### src/rtl/cmc_pkg.sv
package cmc_pkg;

  typedef enum logic [1:0] {
    OP_FLUSH = 2'b00,
    OP_IINV  = 2'b01,
    OP_ZERO  = 2'b10,
    OP_SYNC  = 2'b11
  } op_e;

  typedef enum logic [2:0] {
    S_IDLE,
    S_CHK,
    S_LOOK,
    S_WB,
    S_CLR,
    S_INV,
    S_BCAST,
    S_DONE
  } st_e;

endpackage

### src/rtl/cmc_tag_match.sv
module cmc_tag_match #(
  parameter int WAYS  = 4,
  parameter int TAG_W = 20,
  localparam int WAY_W = (WAYS > 1) ? $clog2(WAYS) : 1
) (
  input  logic [TAG_W-1:0]      tag_i,
  input  logic [WAYS*TAG_W-1:0] way_tag_i,
  input  logic [WAYS-1:0]       way_valid_i,
  input  logic [WAYS-1:0]       way_dirty_i,
  output logic                  hit_o,
  output logic                  hit_dirty_o,
  output logic [WAYS-1:0]       hit_mask_o,
  output logic [WAY_W-1:0]      hit_way_o
);

  logic [WAYS-1:0] match;

  for (genvar g = 0; g < WAYS; g++) begin : g_cmp
    assign match[g] = way_valid_i[g] && (way_tag_i[g*TAG_W +: TAG_W] == tag_i);
  end

  always_comb begin
    hit_way_o = '0;
    for (int w = WAYS - 1; w >= 0; w--) begin
      if (match[w]) hit_way_o = WAY_W'(w);
    end
  end

  assign hit_o       = |match;
  assign hit_dirty_o = |(match & way_dirty_i);
  assign hit_mask_o  = match;

endmodule

### src/rtl/cmc_fsm.sv
module cmc_fsm
  import cmc_pkg::*;
(
  input  logic clk_i,
  input  logic rst_ni,
  input  logic cmd_valid_i,
  input  op_e  cmd_op_i,
  input  logic prot_ack_i,
  input  logic prot_fault_i,
  input  logic hit_i,
  input  logic hit_dirty_i,
  input  logic wb_ack_i,
  input  logic bus_ack_i,
  output logic accept_o,
  output logic busy_o,
  output logic done_o,
  output logic fault_o,
  output logic prot_req_o,
  output logic wb_req_o,
  output logic bus_req_o,
  output logic clr_o,
  output logic clr_all_o
);

  st_e  state_q, state_d;
  logic fault_q;

  assign accept_o = (state_q == S_IDLE) && cmd_valid_i;

  always_comb begin
    state_d = state_q;
    unique case (state_q)
      S_IDLE: if (cmd_valid_i) begin
        unique case (cmd_op_i)
          OP_FLUSH: state_d = S_CHK;
          OP_IINV:  state_d = S_INV;
          OP_ZERO:  state_d = S_BCAST;
          default:  state_d = S_DONE;
        endcase
      end
      S_CHK:   if (prot_ack_i) state_d = prot_fault_i ? S_DONE : S_LOOK;
      S_LOOK:  state_d = (hit_i && hit_dirty_i) ? S_WB : S_DONE;
      S_WB:    if (wb_ack_i) state_d = S_CLR;
      S_CLR:   state_d = S_DONE;
      S_INV:   state_d = S_DONE;
      S_BCAST: if (bus_ack_i) state_d = S_DONE;
      default: state_d = S_IDLE;
    endcase
  end

  always_ff @(posedge clk_i or negedge rst_ni) begin
    if (!rst_ni) begin
      state_q <= S_IDLE;
      fault_q <= 1'b0;
    end else begin
      state_q <= state_d;
      if (accept_o) fault_q <= 1'b0;
      else if (state_q == S_CHK && prot_ack_i) fault_q <= prot_fault_i;
    end
  end

  assign busy_o     = (state_q != S_IDLE);
  assign done_o     = (state_q == S_DONE);
  assign fault_o    = done_o && fault_q;
  assign prot_req_o = (state_q == S_CHK);
  assign wb_req_o   = (state_q == S_WB);
  assign bus_req_o  = (state_q == S_BCAST);
  assign clr_all_o  = (state_q == S_INV);
  // clean hit clears at lookup; dirty hit clears only after write-back
  assign clr_o      = clr_all_o || (state_q == S_CLR) ||
                      ((state_q == S_LOOK) && hit_i && !hit_dirty_i);

endmodule

### src/rtl/cache_maint_ctrl.sv
module cache_maint_ctrl #(
  parameter int ADDR_W     = 32,
  parameter int LINE_BYTES = 32,
  parameter int SETS       = 128,
  parameter int WAYS       = 4,
  localparam int OFF_W  = $clog2(LINE_BYTES),
  localparam int IDX_W  = $clog2(SETS),
  localparam int TAG_W  = ADDR_W - OFF_W - IDX_W,
  localparam int LINE_W = LINE_BYTES * 8,
  localparam int WAY_W  = (WAYS > 1) ? $clog2(WAYS) : 1
) (
  input  logic                  clk_i,
  input  logic                  rst_ni,
  input  logic                  cmd_valid_i,
  input  logic [1:0]            cmd_op_i,
  input  logic [ADDR_W-1:0]     cmd_addr_i,
  output logic                  busy_o,
  output logic                  done_o,
  output logic                  fault_o,
  output logic                  prot_req_o,
  output logic [ADDR_W-1:0]     prot_addr_o,
  input  logic                  prot_ack_i,
  input  logic                  prot_fault_i,
  output logic [IDX_W-1:0]      arr_set_o,
  input  logic [WAYS*TAG_W-1:0] arr_tag_i,
  input  logic [WAYS-1:0]       arr_valid_i,
  input  logic [WAYS-1:0]       arr_dirty_i,
  output logic                  arr_clr_o,
  output logic [WAYS-1:0]       arr_clr_mask_o,
  output logic [WAY_W-1:0]      line_way_o,
  input  logic [LINE_W-1:0]     line_data_i,
  output logic                  wb_req_o,
  output logic [ADDR_W-1:0]     wb_addr_o,
  output logic [LINE_W-1:0]     wb_data_o,
  input  logic                  wb_ack_i,
  output logic                  bus_req_o,
  output logic [ADDR_W-1:0]     bus_addr_o,
  input  logic                  bus_ack_i
);

  logic [ADDR_W-1:0] addr_q;
  logic              accept, hit, hit_dirty, clr_all;
  logic [WAYS-1:0]   hit_mask;
  logic [ADDR_W-1:0] line_addr;

  always_ff @(posedge clk_i or negedge rst_ni) begin
    if (!rst_ni)     addr_q <= '0;
    else if (accept) addr_q <= cmd_addr_i;
  end

  cmc_tag_match #(.WAYS(WAYS), .TAG_W(TAG_W)) i_match (
    .tag_i       (addr_q[ADDR_W-1 -: TAG_W]),
    .way_tag_i   (arr_tag_i),
    .way_valid_i (arr_valid_i),
    .way_dirty_i (arr_dirty_i),
    .hit_o       (hit),
    .hit_dirty_o (hit_dirty),
    .hit_mask_o  (hit_mask),
    .hit_way_o   (line_way_o)
  );

  cmc_fsm i_fsm (
    .clk_i        (clk_i),
    .rst_ni       (rst_ni),
    .cmd_valid_i  (cmd_valid_i),
    .cmd_op_i     (cmc_pkg::op_e'(cmd_op_i)),
    .prot_ack_i   (prot_ack_i),
    .prot_fault_i (prot_fault_i),
    .hit_i        (hit),
    .hit_dirty_i  (hit_dirty),
    .wb_ack_i     (wb_ack_i),
    .bus_ack_i    (bus_ack_i),
    .accept_o     (accept),
    .busy_o       (busy_o),
    .done_o       (done_o),
    .fault_o      (fault_o),
    .prot_req_o   (prot_req_o),
    .wb_req_o     (wb_req_o),
    .bus_req_o    (bus_req_o),
    .clr_o        (arr_clr_o),
    .clr_all_o    (clr_all)
  );

  assign line_addr      = {addr_q[ADDR_W-1:OFF_W], {OFF_W{1'b0}}};
  assign arr_set_o      = addr_q[OFF_W +: IDX_W];
  assign arr_clr_mask_o = clr_all ? {WAYS{1'b1}} : hit_mask;
  assign prot_addr_o    = addr_q;
  assign wb_addr_o      = line_addr;
  assign wb_data_o      = line_data_i;
  assign bus_addr_o     = line_addr;

endmodule

### config.mk
export PLATFORM = sky130hd
export DESIGN_NAME = cache_maint_ctrl
export DESIGN_NICKNAME = d
export VERILOG_FILES = /design/src/rtl/cmc_pkg.sv /design/src/rtl/cmc_tag_match.sv /design/src/rtl/cmc_fsm.sv /design/src/rtl/cache_maint_ctrl.sv
export SDC_FILE = /design/constraint.sdc
export NUM_CORES = 1
export LEC_CHECK = 0
export ABC_AREA = 0
export CORE_AREA = 2 2 296 298
export CTS_BUF_LIST = sky130_fd_sc_hd__clkbuf_4
export DETAILED_ROUTE_END_ITERATION = 10
export DIE_AREA = 0 0 298 300
export SETUP_SLACK_MARGIN = 0.3
export SLEW_MARGIN = 20
export SYNTH_ARGS = -nofsm -noshare
export SYNTH_HDL_FRONTEND = slang
export SYNTH_SLANG_ARGS = --single-unit
### constraint.sdc
create_clock -name clk_i -period 1.7 [get_ports clk_i]
set_input_delay 0.255 -clock clk_i [delete_from_list [all_inputs] [get_ports clk_i]]
set_output_delay 0.255 -clock clk_i [all_outputs]
set_load 0.05 [all_outputs]
# Word level (Yosys, flattened, before mapping)
# Cells that the tools add are included.
dict set report word_totals {
  out_inout_bits 372
  regBits 36
}
dict set report op_classes {
  reduce_logical 21
  eq_ne 17
  n_mux 15
  bitwise_logic 1
}
# op count
set ops {}
lappend ops {{20-bit == test} 4}
lappend ops {{3-bit two-way mux} 6}
lappend ops {{3-bit case mux with 6 select lines} 1}
lappend ops {{3-bit == test (second input constant)} 4}
lappend ops {{1-bit logical AND} 10}
lappend ops {{3-bit case mux with 3 select lines} 1}
lappend ops {{2-bit two-way mux} 4}
lappend ops {{4-bit OR reduction} 2}
lappend ops {{3-bit by 2-bit == test with 1-bit output (second input constant)} 2}
lappend ops {{2-bit by 1-bit != test with 1-bit output (second input constant)} 3}
lappend ops {{4-bit bitwise AND} 1}
lappend ops {{4-bit two-way mux} 1}
lappend ops {{4-bit AND reduction} 1}
lappend ops {{3-bit by 1-bit == test with 1-bit output (second input constant)} 1}
lappend ops {{3-bit zero test} 1}
lappend ops {{3-bit nonzero test} 1}
lappend ops {{2-bit by 1-bit == test with 1-bit output (second input constant)} 1}
lappend ops {{2-bit == test (second input constant)} 1}
lappend ops {{2-bit zero test} 1}
lappend ops {{1-bit logical OR} 2}
lappend ops {{1-bit two-way mux} 2}
lappend ops {{2-bit != test (second input constant)} 1}
lappend ops {{2-bit nonzero test} 1}
lappend ops {{2-bit OR reduction} 1}
lappend ops {{1-bit zero test} 1}

# Depth between registers and ports, before layout
dict set report logic_depth {
  ltp_word 7
  depth_mapped 7
}

# Hierarchy
# A second synthesis with hierarchy kept.
dict set report hier_totals {
  cells_unflattened 572
  area_unflattened_um2 5153.7
}
# module area_each_um2 cells_each seq_area_each_um2 n_inst
set modules_own_cells {}
lappend modules_own_cells {cache_maint_ctrl 3828.7 400 800.8 1}
lappend modules_own_cells {cmc_tag_match 963.4 125 0.0 1}
lappend modules_own_cells {cmc_fsm 361.6 47 100.1 1}

# Least setup slack after synthesis
# Ideal clock, no wire load.
dict set report synth_timing {
  kind {register to output}
  start {register addr_q[23], in the netlist prot_addr_o[23]}
  end {output line_way_o[0]}
  path_buffers 1
  slack_ps -1265
  arrival_time_ps 2710
  path_stages_with_launch 7
  t_required_ps 1445
  cell_sequence {dfrtp_1 buf_4 xnor2_1 nand4_1 nor4_4 nand3_1 a21boi_0}
}
dict set report synth_via {
  elab_chain_cells 6
}
# element line
set synth_lines {}
lappend synth_lines {{start: declaration} cache_maint_ctrl.sv:41} ;# logic [ADDR_W-1:0] addr_q;
lappend synth_lines {{start signal: assignment} cache_maint_ctrl.sv:48} ;# else if (accept) addr_q <= cmd_addr_i;
lappend synth_lines {{20-bit == test} cmc_tag_match.sv:19} ;# assign match[g] = way_valid_i[g] && (way_tag_i[g*TAG_W +: TAG_W] == tag_i);
lappend synth_lines {{1-bit logical AND} cmc_tag_match.sv:19}
lappend synth_lines {{2-bit two-way mux (3 in series)} cmc_tag_match.sv:25} ;# if (match[w]) hit_way_o = WAY_W'(w);
lappend synth_lines {{2-bit two-way mux *} cmc_tag_match.sv:25}
lappend synth_lines {{end: declaration} cache_maint_ctrl.sv:30} ;# output logic [WAY_W-1:0] line_way_o,
# Every way passes the cells marked *; elsewhere a longest branch is shown, timed or not.

# Final worst setup path
dict set report layout_timing {
  start {register addr_q[27], in the netlist prot_addr_o[27]}
  end {output arr_clr_o}
}
dict set report layout_via {
  elab_chain_cells 7
}
# element line
set layout_lines {}
lappend layout_lines {{20-bit == test} cmc_tag_match.sv:19}
lappend layout_lines {{1-bit logical AND} cmc_tag_match.sv:19}
lappend layout_lines {{4-bit bitwise AND} cmc_tag_match.sv:30} ;# assign hit_dirty_o = |(match & way_dirty_i);
lappend layout_lines {{4-bit OR reduction} cmc_tag_match.sv:30}
lappend layout_lines {{1-bit zero test} cmc_fsm.sv:71} ;# ((state_q == S_LOOK) && hit_i && !hit_dirty_i);
lappend layout_lines {{1-bit logical AND *} cmc_fsm.sv:71}
lappend layout_lines {{1-bit logical OR *} cmc_fsm.sv:70} ;# assign clr_o = clr_all_o || (state_q == S_CLR) ||
lappend layout_lines {{end: declaration} cache_maint_ctrl.sv:28} ;# output logic arr_clr_o,
# Marked as above.

==> impl_summary.md <==
Timing
The slew at the pin closest to its max-slew limit is 595 ps. Measured against its own limit, the worst slew margin works out to 0.601. Timing would allow up to 0.308 GHz. For the final database, setup skew stands at 30.9 ps. The period utilization is 1.91. The count of final max-slew check failures was 0.

Setup repair after global routing could not meet its margin everywhere. The count of endpoints failing hold in the final timing report is 0. The smallest setup slack after layout is -1540 ps. The shortest period the worst path allows is 3240 ps. The final-report setup violation count is 62.

The setup TNS after final layout is -20950 ps.

Detailed routing
Before antenna repair, the detailed router went through 4 iterations. The total via count in the routed design is 3775. After detailed routing, the number of remaining DRC violations is 0. The starting DRC count in detailed routing is 104. The routed via count divided by cell count is 2.15. The average routed wire per standard cell is 18.9 um.

The remaining number of nets flagged by the antenna check after routing is 0. The overall routed net length is 33.1 mm.

Job
The count of max-cap constraint violations is 0.

Yosys
The cell taking the most area after synthesis is buf_4. The synthesized netlist contains 34 unique library cells. After technology mapping, the gate count stands at 583. After synthesis, the cell types taking the most area are buf_4, dfrtp_1, xnor2_1. The area share of the largest cell type after synthesis is 0.487. The mapped netlist covers 5130 sq um.

The sequential fraction of the synthesis area is 0.176. The dominant synthesized flop cell is dfrtp_1. In this run, synthesis inferred 0 flip-flops with an integrated enable. The Yosys step of the flow raised 0 warnings. The number of synthesized register bits is 36.

The post-synthesis async set-or-reset flop share is 1.00. The synthesized area divided by synthesized cell count is 8.80 sq um.

Placed design
During placement, the flow inserted port buffers numbering 234. Summing all placed instances gives a cell area of 7930 sq um. Once detailed placement completed, the half-perimeter wirelength came to 27.3 mm. The congestion estimate from routability-driven global placement came to 0.786. Prior to clock tree synthesis, the placed netlist has a worst setup slack of -1690 ps.

Floorplan
The number of top-level pins is 757. The initial utilization of the core area, before any placement, comes to 0.0595. The floorplan step defined a die boundary enclosing 89400 sq um.

The floorplan has 108 rows. The die outline width is 298 um. After floorplanning, the core was sized to cover 86200 sq um. The chip height is 300 um.

Cells and area
With fillers left out, the area of the finished cells amounts to 9120 sq um. Relative to the synthesized area, the layout overhead comes to 77.8%. The share of post-route cells with drive strength above 1 is 0.569.

In the layout the commonest cells are clkdlybuf4s50_1, buf_12, buf_6. The post-layout net count is 980. The layout has 9916 filler cells. Leaving out fill and tap cells, the most frequent cell in the layout is clkdlybuf4s50_1.

Worst setup path
In this run the critical register-to-register path is launched from prot_addr_o[27]. At the worst endpoint, the required time is 1440 ps. Data arrives at the worst endpoint at 2990 ps. The classification of the worst setup path is register to output port. The largest individual stage delay along the critical path comes from the cell dfrtp_2. Tracing the worst setup path back leads to its startpoint at prot_addr_o[27].

The critical path startpoint category is a register. The critical-path maximum fanout is 2. The largest stage delay on the critical path is 560 ps. Walking the worst path, the cells encountered are xnor2_2 > nand4_1 > buf_4 > nor4_4 > buf_4 > nand3_2 > nand4_1 > o2bb2ai_4 > buf_12. STA classifies the critical path endpoint as an output port.

CTS
In this run, CTS created clock tree buffers numbering 5. TritonCTS built the clock tree. Counting along the longest clock path gives a buffer depth of 2. The count of clock tree sinks is 36.

The level count of the clock H-tree is 2. Clock-pin slew was measured on the worst setup and hold paths at 160 ps. The later pin in the worst-skew pair is clocked with a latency of 500 ps.

The clock root buffer is clkbuf_4.

Outcome
The checks that failed: setup timing. The run finished, with violations left.

Global routing
The number of global-route vias before repair is 4217. The first global-routing pass estimated 40.5 mm of wire. The largest net degree at the start of global routing is 24. The number of antenna violations at the first check in global routing was 9.

For this run the aggregate overflow at the end of global routing stands at 0. The total global-route track usage is 0.0714.

Power
The power per cell area is 2150 nW/um^2. The total power consumption of the routed design is 19600 uW. The worst-case IR drop observed on VDD is 1.08 mV.

The leakage power summed over all cells is 0.00340 uW.

Worst hold path
The class of the tightest hold or removal check is primary input to async pin.
-- registers in the layout, indices dropped and copies added, names as in the netlist --
register       flops
prot_addr_o       32
i_fsm.state_q      3
i_fsm.fault_q      1
-- metrics by stage --
step | hold WS, ps | std cells | utilization
floorplan | -40.6 | 592 | -
global placement | 209 | 1701 | 0.0920
detailed placement | 213 | 1701 | 0.0920
CTS | 105 | 1737 | 0.102
global route | 158 | 1754 | 0.106
finish | 227 | 1754 | 0.106
-- Yosys cell counts (2+ instances only) --
| cell type | n |
|---|---|
| inv_1 | 4 |
| buf_4 | 333 |
| dfrtp_1 | 36 |
| o31ai_1 | 2 |
| xnor2_1 | 64 |
| buf_6 | 11 |
| nand2_1 | 12 |
| or3_1 | 3 |
| xor2_1 | 17 |
| o32a_1 | 2 |
| nand3_1 | 10 |
| o21ai_0 | 3 |
| mux2_2 | 32 |
| a21oi_1 | 3 |
| buf_2 | 8 |
| and3_1 | 5 |
| nor4_1 | 6 |
| nor2_1 | 3 |
| o22ai_1 | 2 |
| nand4_1 | 13 |
-- logic make-up after synthesis --
logic type / synth area share
other: 0.000731
muxes: 0.0702
xor gates and xnor gates: 0.138
AOI/OAI and AO/OA: 0.0239
buffers and inverters: 0.523
and+or+nand+nor: 0.0685
DFF: 0.176
-- layout make-up --
cell class                 instances  area (sq um)  share of cell area
antenna                            3          7.51            0.000823
clock buffer                       5          37.5             0.00411
clock inverter                     3          18.8             0.00206
inverter                           4          15.0             0.00165
multi-input combinational        199          2070               0.227
sequential                        36           937               0.103
tap                             1155          1450               0.158
timing repair buffer             349          4590               0.504
-- report_power, final --
part | total, uW | leakage, uW | internal, uW | switching (uW)
clock | 678 | 0.0000350 | 159 | 519
sequential | 2280 | 0.000404 | 1350 | 928
combinational | 16700 | 0.00296 | 8230 | 8420
-- per-layer routing --
layer  share of wire  track usage  wire length, um
met5          0.0042      0.00952              140
met4           0.058       0.0431             1930
met3            0.14       0.0453             4590
met2            0.42        0.105            14000
met1            0.38       0.0764            12400
-- repair_timing --
item,CTS,global route
endpoints found under the setup margin,142,142
cloned,2,1
gates resized for setup,135,40
setup buffers,25,13
hold buffers,1,0
pin swaps,16,10
endpoints found under the hold margin,36,0
-- critical path, delay by kind of cell, from the launching register on --
kind | cells | cell delay [ps]
AND/OR/NAND/NOR | 4 | 1030
buffers and inverters | 3 | 580
flip-flops | 1 | 560
XOR/XNOR | 1 | 220
AO/OA/AOI/OAI | 1 | 110
-- final timing paths --
kind                               endpoint  slack, ps  cells past startpoint
min in group clk_i          prot_addr_o[31]        350                      2
min reg2reg                   i_fsm.fault_q        560                      2
max in group asynchronous   prot_addr_o[24]        880                      3
min                         prot_addr_o[16]        230                      2
max                               arr_clr_o      -1540                      9
max reg2reg                i_fsm.state_q[2]       -940                     10
No activity file was read; power rests on OpenSTA's default activity.
